### config.mk
export PLATFORM = sky130hd
export DESIGN_NAME = phase_rotator
export DESIGN_NICKNAME = d
export VERILOG_FILES = /design/src/rtl/phase_corr_pkg.sv /design/src/rtl/phase_idx_ctl.sv /design/src/rtl/phase_coef_table.sv /design/src/rtl/phase_cmul.sv /design/src/rtl/phase_rotator.sv
export SDC_FILE = /design/constraint.sdc
export NUM_CORES = 2
export LEC_CHECK = 0
export BUFFER_PORTS_ARGS = -buffer_cell sky130_fd_sc_hd__buf_2
export CORE_MARGIN = 1.5
export CORE_UTILIZATION = 30
export CTS_CLUSTER_DIAMETER = 120
export DETAILED_ROUTE_END_ITERATION = 16
export SYNTH_ARGS = -nofsm -noshare
export SYNTH_HDL_FRONTEND = slang
export SYNTH_SLANG_ARGS = --single-unit
export TNS_END_PERCENT = 5
### constraint.sdc
create_clock -name clk -period 13.5 [get_ports clk]
set_input_delay 0 -clock clk [delete_from_list [all_inputs] [get_ports clk]]
set_output_delay 0 -clock clk [all_outputs]
set_load 0.02 [all_outputs]
### src/rtl/phase_corr_pkg.sv
package phase_corr_pkg;

  // Pulse length code, sampled on the start sample.
  typedef enum logic [1:0] {
    LEN_QUARTER  = 2'd0,
    LEN_HALF     = 2'd1,
    LEN_FULL     = 2'd2,
    LEN_FULL_ALT = 2'd3
  } len_code_e;

endpackage

### src/rtl/phase_idx_ctl.sv
// Sample position counter, pulse window and write gating.
module phase_idx_ctl
  import phase_corr_pkg::*;
#(
  parameter int AW = 6
) (
  input  logic          clk,
  input  logic          rst_n,
  input  logic          in_valid,
  input  logic          in_start,
  input  len_code_e     len_sel,
  input  logic          wr_en,
  output logic          accept,
  output logic [AW-1:0] idx,
  output logic          wr_ok,
  output logic          wr_err
);

  localparam int DEPTH = 1 << AW;
  localparam logic [AW-1:0] LAST_QTR  = AW'(DEPTH / 4 - 1);
  localparam logic [AW-1:0] LAST_HALF = AW'(DEPTH / 2 - 1);
  localparam logic [AW-1:0] LAST_FULL = AW'(DEPTH - 1);

  logic [AW-1:0] cnt_q, cnt_d;
  logic          act_q, act_d;
  len_code_e     len_q, len_d;
  logic          err_q, err_d;
  logic [AW-1:0] last;
  logic          busy;

  always_comb begin
    accept = in_valid & (in_start | act_q);
    idx    = in_start ? '0 : cnt_q;
    len_d  = (in_valid & in_start) ? len_sel : len_q;
    case (len_d)
      LEN_QUARTER: last = LAST_QTR;
      LEN_HALF:    last = LAST_HALF;
      default:     last = LAST_FULL;
    endcase
    cnt_d = cnt_q;
    act_d = act_q;
    if (accept) begin
      cnt_d = idx + 1'b1;
      act_d = (idx != last);
    end
    busy  = act_q | (in_valid & in_start);
    wr_ok = wr_en & ~busy;
    err_d = err_q | (wr_en & busy);
  end

  always_ff @(posedge clk or negedge rst_n) begin
    if (!rst_n) begin
      cnt_q <= '0;
      act_q <= 1'b0;
      len_q <= LEN_FULL;
      err_q <= 1'b0;
    end else begin
      cnt_q <= cnt_d;
      act_q <= act_d;
      len_q <= len_d;
      err_q <= err_d;
    end
  end

  assign wr_err = err_q;

endmodule

### src/rtl/phase_coef_table.sv
// Coefficient storage: one write port, one combinational read port.
module phase_coef_table #(
  parameter int AW     = 6,
  parameter int COEF_W = 16
) (
  input  logic                     clk,
  input  logic                     we,
  input  logic [AW-1:0]            waddr,
  input  logic signed [COEF_W-1:0] wcos,
  input  logic signed [COEF_W-1:0] wsin,
  input  logic [AW-1:0]            raddr,
  output logic signed [COEF_W-1:0] rcos,
  output logic signed [COEF_W-1:0] rsin
);

  localparam int DEPTH = 1 << AW;

  logic signed [COEF_W-1:0] cos_mem [DEPTH];
  logic signed [COEF_W-1:0] sin_mem [DEPTH];

  always_ff @(posedge clk) begin
    if (we) begin
      cos_mem[waddr] <= wcos;
      sin_mem[waddr] <= wsin;
    end
  end

  assign rcos = cos_mem[raddr];
  assign rsin = sin_mem[raddr];

endmodule

### src/rtl/phase_cmul.sv
// Two-stage complex multiply with round-to-nearest and saturation.
module phase_cmul #(
  parameter int IN_W   = 8,
  parameter int COEF_W = 16,
  parameter int OUT_W  = 10,
  parameter int SHIFT  = 13
) (
  input  logic                     clk,
  input  logic                     rst_n,
  input  logic                     v_in,
  input  logic                     s_in,
  input  logic signed [IN_W-1:0]   a,
  input  logic signed [IN_W-1:0]   b,
  input  logic signed [COEF_W-1:0] c,
  input  logic signed [COEF_W-1:0] d,
  output logic                     v_out,
  output logic                     s_out,
  output logic signed [OUT_W-1:0]  re_o,
  output logic signed [OUT_W-1:0]  im_o
);

  localparam int PROD_W = IN_W + COEF_W;
  localparam int SUM_W  = PROD_W + 1;
  localparam int RND_W  = SUM_W + 1;
  localparam logic signed [RND_W-1:0] HALF_LSB = RND_W'(longint'(1) << (SHIFT - 1));
  localparam logic signed [RND_W-1:0] MAXV = RND_W'((longint'(1) << (OUT_W - 1)) - 1);
  localparam logic signed [RND_W-1:0] MINV = RND_W'(-(longint'(1) << (OUT_W - 1)));

  logic signed [PROD_W-1:0] ac_q, bd_q, ad_q, bc_q;
  logic                     v2_q, s2_q, v3_q, s3_q;
  logic signed [SUM_W-1:0]  re_sum, im_sum;
  logic signed [OUT_W-1:0]  re_d, im_d, re_q, im_q;

  function automatic logic signed [OUT_W-1:0] rnd_sat(input logic signed [SUM_W-1:0] x);
    logic signed [RND_W-1:0] t;
    t = (RND_W'(x) + HALF_LSB) >>> SHIFT;
    if (t > MAXV)      return OUT_W'(MAXV);
    else if (t < MINV) return OUT_W'(MINV);
    else               return OUT_W'(t);
  endfunction

  always_comb begin
    re_sum = SUM_W'(ac_q) - SUM_W'(bd_q);
    im_sum = SUM_W'(ad_q) + SUM_W'(bc_q);
    re_d   = rnd_sat(re_sum);
    im_d   = rnd_sat(im_sum);
  end

  // Datapath registers load only with a valid sample.
  always_ff @(posedge clk) begin
    if (v_in) begin
      ac_q <= a * c;
      bd_q <= b * d;
      ad_q <= a * d;
      bc_q <= b * c;
    end
    if (v2_q) begin
      re_q <= re_d;
      im_q <= im_d;
    end
  end

  always_ff @(posedge clk or negedge rst_n) begin
    if (!rst_n) begin
      v2_q <= 1'b0;
      s2_q <= 1'b0;
      v3_q <= 1'b0;
      s3_q <= 1'b0;
    end else begin
      v2_q <= v_in;
      s2_q <= v_in & s_in;
      v3_q <= v2_q;
      s3_q <= v2_q & s2_q;
    end
  end

  assign v_out = v3_q;
  assign s_out = s3_q;
  assign re_o  = re_q;
  assign im_o  = im_q;

endmodule

### src/rtl/phase_rotator.sv
// Per-sample complex phase corrector, top level.
module phase_rotator
  import phase_corr_pkg::*;
#(
  parameter int IN_W   = 8,
  parameter int COEF_W = 16,
  parameter int OUT_W  = 10,
  parameter int SHIFT  = 13,
  parameter int TBL_AW = 6
) (
  input  logic              clk,
  input  logic              rst_n,
  input  logic              in_valid,
  input  logic              in_start,
  input  logic [IN_W-1:0]   in_i,
  input  logic [IN_W-1:0]   in_q,
  input  logic [1:0]        len_sel,
  input  logic              wr_en,
  input  logic [TBL_AW-1:0] wr_addr,
  input  logic [COEF_W-1:0] wr_cos,
  input  logic [COEF_W-1:0] wr_sin,
  output logic              out_valid,
  output logic              out_start,
  output logic [OUT_W-1:0]  out_i,
  output logic [OUT_W-1:0]  out_q,
  output logic              wr_err
);

  logic                     accept, wr_ok;
  logic [TBL_AW-1:0]        idx;
  logic signed [COEF_W-1:0] rd_cos, rd_sin;
  logic signed [IN_W-1:0]   a_q, b_q;
  logic signed [COEF_W-1:0] c_q, d_q;
  logic                     v1_q, s1_q;
  logic signed [OUT_W-1:0]  re_w, im_w;

  phase_idx_ctl #(.AW(TBL_AW)) u_ctl (
    .clk      (clk),
    .rst_n    (rst_n),
    .in_valid (in_valid),
    .in_start (in_start),
    .len_sel  (len_code_e'(len_sel)),
    .wr_en    (wr_en),
    .accept   (accept),
    .idx      (idx),
    .wr_ok    (wr_ok),
    .wr_err   (wr_err)
  );

  phase_coef_table #(.AW(TBL_AW), .COEF_W(COEF_W)) u_tbl (
    .clk   (clk),
    .we    (wr_ok),
    .waddr (wr_addr),
    .wcos  (wr_cos),
    .wsin  (wr_sin),
    .raddr (idx),
    .rcos  (rd_cos),
    .rsin  (rd_sin)
  );

  // Stage 1: capture sample and its coefficient.
  always_ff @(posedge clk) begin
    if (accept) begin
      a_q <= in_i;
      b_q <= in_q;
      c_q <= rd_cos;
      d_q <= rd_sin;
    end
  end

  always_ff @(posedge clk or negedge rst_n) begin
    if (!rst_n) begin
      v1_q <= 1'b0;
      s1_q <= 1'b0;
    end else begin
      v1_q <= accept;
      s1_q <= accept & in_start;
    end
  end

  phase_cmul #(.IN_W(IN_W), .COEF_W(COEF_W), .OUT_W(OUT_W), .SHIFT(SHIFT)) u_mul (
    .clk   (clk),
    .rst_n (rst_n),
    .v_in  (v1_q),
    .s_in  (s1_q),
    .a     (a_q),
    .b     (b_q),
    .c     (c_q),
    .d     (d_q),
    .v_out (out_valid),
    .s_out (out_start),
    .re_o  (re_w),
    .im_o  (im_w)
  );

  assign out_i = re_w;
  assign out_q = im_w;

endmodule

# Yosys cells after proc, flatten, opt, wreduce, memory -nomap -nowiden
# Memory sizes are Yosys's and may differ from the RTL's. A register that Yosys moved wholly into a read port is not among the register bits.
# Cells that the tools add are included.
# op_classes
n_mux,7
n_lt_le_gt_ge,4
n_reduce_logical,1
addsub,5
multipliers,4
bitwise,11
n_eq_ne,2
# op_table
cell,count
8-bit by 16-bit multiplier with 24-bit output,4
25-bit by 14-bit adder with 26-bit output (second input constant),2
13-bit by 10-bit greater-than comparator with 1-bit output (second input constant),2
13-bit by 10-bit < comparator with 1-bit output (second input constant),2
24-bit by 24-bit adder with 25-bit output,1
24-bit by 24-bit subtractor with 25-bit output,1
10-bit 2-to-1 mux,2
6-bit one-hot mux with 2 select lines,1
1-bit AND,7
6-bit by 1-bit adder with 6-bit output (second input constant),1
6-bit 2-to-1 mux,1
6-bit inequality test,1
1-bit OR,3
2-bit by 1-bit == test with 1-bit output (second input constant),1
2-bit zero test,1
1-bit 2-to-1 mux,2
2-bit 2-to-1 mux,1
1-bit NOT,1
# totals
regBits,148
in_bits,61
ramBits,2048
n_memories,2
elab_cells,54
out_inout_bits,23
# memory_table
name,words,width,read_ports,rd_clocked_by_memory_dff,wr,line,source
u_tbl.cos_mem,64,16,1,1,1,phase_coef_table.sv:18,logic signed [COEF_W-1:0] cos_mem [DEPTH];
u_tbl.sin_mem,64,16,1,1,1,phase_coef_table.sv:19,logic signed [COEF_W-1:0] sin_mem [DEPTH];

# Longest topological paths before layout
# logic_depth
word_depth,6
depth_mapped,21
ltp_nobuf,20

# Modules after synthesis
# Synthesis repeated with hierarchy kept, for this count alone.
# hier_totals
hier_cells,5895
hier_area_um2,103976.0
# modules_own_cells
mod,seq_area_each_um2,n_inst,cells_per_inst,area_per_inst_um2
phase_coef_table,61499.0,1,3294,78044.9
phase_cmul,3583.4,1,2489,23866.6
phase_rotator,1491.4,1,51,1497.7
phase_idx_ctl,251.5,1,61,566.8

# Worst setup path after synthesis
# Ideal clock, no wire load.
# synth_timing
path_kind,register to register
startpoint,register b_q[7]
endpoint,register u_mul.bd_q[23] (data pin)
required_time_ps,13240
t_arrival_ps,5363
path_slack_ps,7877
n_path_buf,1
synth_period_minus_slack_ps,5623
stages_incl_launch_ff,21
cell_sequence,edfxtp_1 > inv_1 > clkbuf_1 > fa_1 > fa_1 > inv_1 > fa_1 > inv_1 > fa_1 > inv_1 > ha_1 > a21o_1 > a221oi_1 > a21oi_1 > a41oi_1 > nor4b_1 > o31ai_1 > o41ai_1 > o21bai_1 > a21oi_1 > xnor2_1
# synth_between
elab_chain_len,1
# synth_rtl
element,line,source
from (decl),phase_rotator.sv:32,"logic signed [IN_W-1:0] a_q, b_q;"
from (signal assigned),phase_rotator.sv:65,b_q <= in_q;
8-bit by 16-bit multiplier with 24-bit output,phase_cmul.sv:53,bd_q <= b * d;
to (signal assigned),phase_cmul.sv:53,
to (decl),phase_cmul.sv:29,"logic signed [PROD_W-1:0] ac_q, bd_q, ad_q, bc_q;"
# Every way passes these cells.
# A chain may end at the register's enable or synchronous reset.

# Final worst setup path
# layout_timing
startpoint,register b_q[2]
endpoint,register u_mul.bd_q[23] (data pin)
# Same word-level chain as after synthesis.

==> summary.md <==
| Metric | Value |
|---|---|
| Status | finished clean |
| Crit path time final | between 6000 and 7000 ps |
| Synth top cells by count | 2212 x edfxtp_1, 586 x mux2i_1, 572 x inv_1 |
| TritonCTS Buffers | 226 |
| Sum Neg Setup Slack | 0 ps |
| Final Non-Filler Cells | between 10000 and 15000 |
| Synth cell types | 74 |
| Max IR drop VDD | 0.000152 V |
| Detailed placer's ending HPWL | ~160 mm |
| Dpl cells | 11500 |
| Psw | around 8 mW |
| CTS tree | yes |
| Yosys reg bits | between 2000 and 2500 |
| Post-Syn Area per Cell | between 15 and 20 um^2 |
| Final Max Slew Viols | 0 |
| CTS root buf | clkbuf_16 |
| Vias | 58700 |
| Largest net degree at the start of global routing | between 100 and 150 |
| Synth Warn # | 0 |
| # H-tree levels | 4 |
| Register-to-Register Path Depth | 19 |
| DIE HEIGHT | between 500 and 600 um |
| First-pass DRT Iterations | 5 |
| CTS sink cnt | around 2200 |
| Fraction of layout instances using a drive strength above 1 | ~15% |
| Slew HR | between 10% and 20% |
| Register area share after synthesis | between 60% and 70% |
| Critical path startpoint category | register |
| Async set or reset register ratio after synthesis | 0.718% |
| Number of max-cap violations | 0 |
| GRT Overall Usage | 15.2% |
| CP arrival | approximately 7200 ps |
| Multi-input logic area | between 0.03 and 0.04 mm^2 |
| First-pass GRT wire length | 408 mm |
| Hold Path Stages | 2 |
| Antenna viol nets, final | 0 |
| Switch share | a little over a third |
| Final wirelength | 278 mm |
| Vias in the first global route | ~61000 |
| Vias/cell | 4.92 |
| Setup-failing EPs final | 0 |
| Top area cells in the synthesized netlist | edfxtp_1 62%, fa_1 7.7%, mux2i_1 5.5% |
| Top_reg_cell synth | edfxtp_1 |
| Tightest Pin Transition | 1320 ps |
| RSZ-0062 raised after global routing | no |
| Initial antenna violation count | 22 |
| Most common cell in the netlist | edfxtp_1 |
| Layout filler cell count | between 30000 and 40000 |
| Clock Power Share | between 20 and 30% |
| CORE AREA | about 0.35 mm^2 |
| 1st-iter DRT viols | approximately 5200 |
| Pwr per Cell Area | 191 mW/mm^2 |
| Clock slew at reported path FFs | ~70 ps |
| Post-DR wirelength/cell | approximately 23 um |
| Sequential power share | between 30 and 40% |
| CP max stage cell | edfxtp_1 |
| Worst-Skew Late Latency | about 900 ps |
| Leakage | between 40 and 50 nW |
| Port bufs | 83 |
| Final period util | 48.9% |
| Rows | between 200 and 250 |
| Area leader, netlist | edfxtp_1 |
| Clock Skew | between 100 and 150 ps |
| Yosys top cell area share | between 60 and 70% |
| Synth Cell Area | 0.107 mm^2 |
| Gate Count Post-Synth | 6878 |
| Die area | approximately 0.36 mm^2 |
| Layout area overhead | 13.2% |
| Worst Path Required | 14060 ps |
| Syn nets | 7624 |
| Die X-Extent | 599 um |
| Fmax | about 150 MHz |
| Cells along the critical path | nand2_1 -> fa_1 -> fa_1 -> inv_1 -> fa_1 -> inv_1 -> fa_1 -> inv_1 -> ha_1 -> a21o_1 -> a221oi_1 -> a21oi_1 -> a41oi_1 -> nor4b_1 -> o31ai_1 -> o41ai_1 -> o21bai_1 -> a21oi_1 -> xnor2_1 |
| Starting Density | 30.2% |
| Combinational fraction of design power | 38.0% |
| HP Class | in2reg |
| Max Root-Sink Buffers | 4 |
| Placer Congestion | approximately 0.80 |
| Final hold slack | about 24 ps |
| Top Ports | 84 |
| Internal cell power | 15.0 mW |
| DRC Markers | 0 |
| EDFF count, synth | 2212 |
| Final hold viol count | 0 |
| Post-cts sizing count | 0 |
| Nets | 7769 |
| Max stage delay on crit path | 1040 ps |
| Gr ovfl total | 0 |
| CP Class | reg2reg |
| Cell mode on critical path | fa_1 |
| Sequential cell area | roughly 0.067 mm^2 |
| Max FO, Critical Path | 32 |
| Endpoint class of the critical path | register |
-- through the flow --
| stage | worst slack (ps) | utilization, % | power (mW) | area, um^2 |
|---|---|---|---|---|
| global route | 6350 | 34.2 | 24.5 | 121000 |
| CTS | 6870 | 34.2 | 23.2 | 121000 |
| global placement | 6990 | 32.1 | 17.1 | 113000 |
| floorplan | 7880 | - | 14.7 | 107000 |
| detailed placement | 6890 | 32.1 | 17.3 | 113000 |
| finish | 6890 | 34.2 | 23.0 | 121000 |
-- timing repair --
action / 4_1_cts / 5_1_grt
hold buffers: 73 / 0
endpoints found under the hold margin: 2002 / 0
setup buffers: 0 / 0
-- metal layers --
metal  track usage (%)  share of wire, %  vias up
li1                  -                 -    25800
met1              20.3                43    30700
met2              25.9                48     1835
met3              2.55               6.3      387
met4              3.58               2.1       12
met5                 0             0.029        -
-- power by group through the flow --
stage               clock network [mW]  logic, mW  registers, mW
finish                            5.86       8.75           8.42
detailed placement                   0       8.72           8.56
global route                      6.22       9.81           8.43
floorplan                            0       6.25           8.46
global placement                     0       8.58           8.56
CTS                               5.98       8.79           8.42
-- kinds of logic after synthesis --
logic type | Yosys count | synth area share, %
XOR/XNOR | 116 | 0.954
AND/OR/NAND/NOR | 1033 | 4.85
multiplexers | 1061 | 12.2
buffers and inverters | 940 | 3.33
AO/OA/AOI/OAI | 815 | 4.97
adder cells (fa/ha/maj) | 685 | 10.9
flip-flops | 2228 | 62.7
-- layout by cell type (no fill, tap or decap), types with 11 or more instances in the layout --
| cell type | count |
|---|---|
| dfrtp_1 | 11 |
| buf_4 | 120 |
| clkbuf_1 | 51 |
| mux2_2 | 315 |
| clkinv_2 | 33 |
| a21o_1 | 34 |
| nor2b_1 | 11 |
| mux4_2 | 160 |
| nor3_1 | 82 |
| o21ai_0 | 122 |
| nor2_4 | 65 |
| inv_1 | 572 |
| mux2i_1 | 586 |
| nor2_1 | 232 |
| o21a_1 | 15 |
| nand2_1 | 183 |
| xnor2_1 | 92 |
| o221ai_1 | 35 |
| or3_1 | 11 |
| a21oi_1 | 307 |
| a22oi_1 | 24 |
| buf_2 | 82 |
| a221oi_1 | 141 |
| clkbuf_16 | 227 |
| fa_1 | 412 |
| xor2_1 | 24 |
| ha_1 | 273 |
| edfxtp_1 | 2212 |
| nand2b_1 | 18 |
| nand3_1 | 31 |
| a31oi_1 | 33 |
| and2_1 | 358 |
| clkinv_1 | 67 |
| dlygate4sd3_1 | 73 |
| a211oi_1 | 38 |
-- area by class of cell --
type	count	share of cell area [%]
repair buffers	284	1.84
well taps	4730	4.91
flip-flops and latches	2228	55.4
clock inverters	126	0.727
diodes	6	0.0124
clock buffers	278	4.87
multi-input cells	3710	30.4
inverters	573	1.79
-- path summary, 6_finish.rpt --
path / from / to / slack [ps]
worst min-delay path: in_q[0] / b_q[0]$_DFFE_PP_ / 20
min in group asynchronous: rst_n / u_ctl.cnt_q[3]$_DFFE_PN0P_ / 340
worst max-delay path: b_q[2]$_DFFE_PP_ / u_mul.bd_q[23]$_DFFE_PP_ / 6890
max in group asynchronous: rst_n / u_ctl.cnt_q[2]$_DFFE_PN0P_ / 12670
worst max register to register: b_q[2]$_DFFE_PP_ / u_mul.bd_q[23]$_DFFE_PP_ / 6890
worst min register to register: u_ctl.wr_err$_DFF_PN0_ / u_ctl.wr_err$_DFF_PN0_ / 490
-- sequential cells by signal (all words and copies together) (netlist names), 2 cells and up --
| register | flops |
|---|---|
| u_tbl.cos_mem | 1024 |
| u_tbl.sin_mem | 1024 |
| u_mul.ac_q | 24 |
| u_mul.ad_q | 24 |
| u_mul.bc_q | 24 |
| u_mul.bd_q | 24 |
| c_q | 16 |
| d_q | 16 |
| u_mul.im_o | 10 |
| u_mul.re_o | 10 |
| a_q | 8 |
| b_q | 8 |
| u_ctl.cnt_q | 6 |
| u_ctl.len_q | 2 |
-- worst max-delay path: cells and delay by family (launching register included) --
| kind | cells | cell delay (ps) |
|---|---|---|
| compound gates | 8 | 2080 |
| fa+ha+maj | 5 | 2410 |
| buf+inv | 3 | 150 |
| flops | 1 | 1040 |
| simple gates | 2 | 620 |
| xor+xnor | 1 | 90 |
No activity file was read; power rests on OpenSTA's default activity.
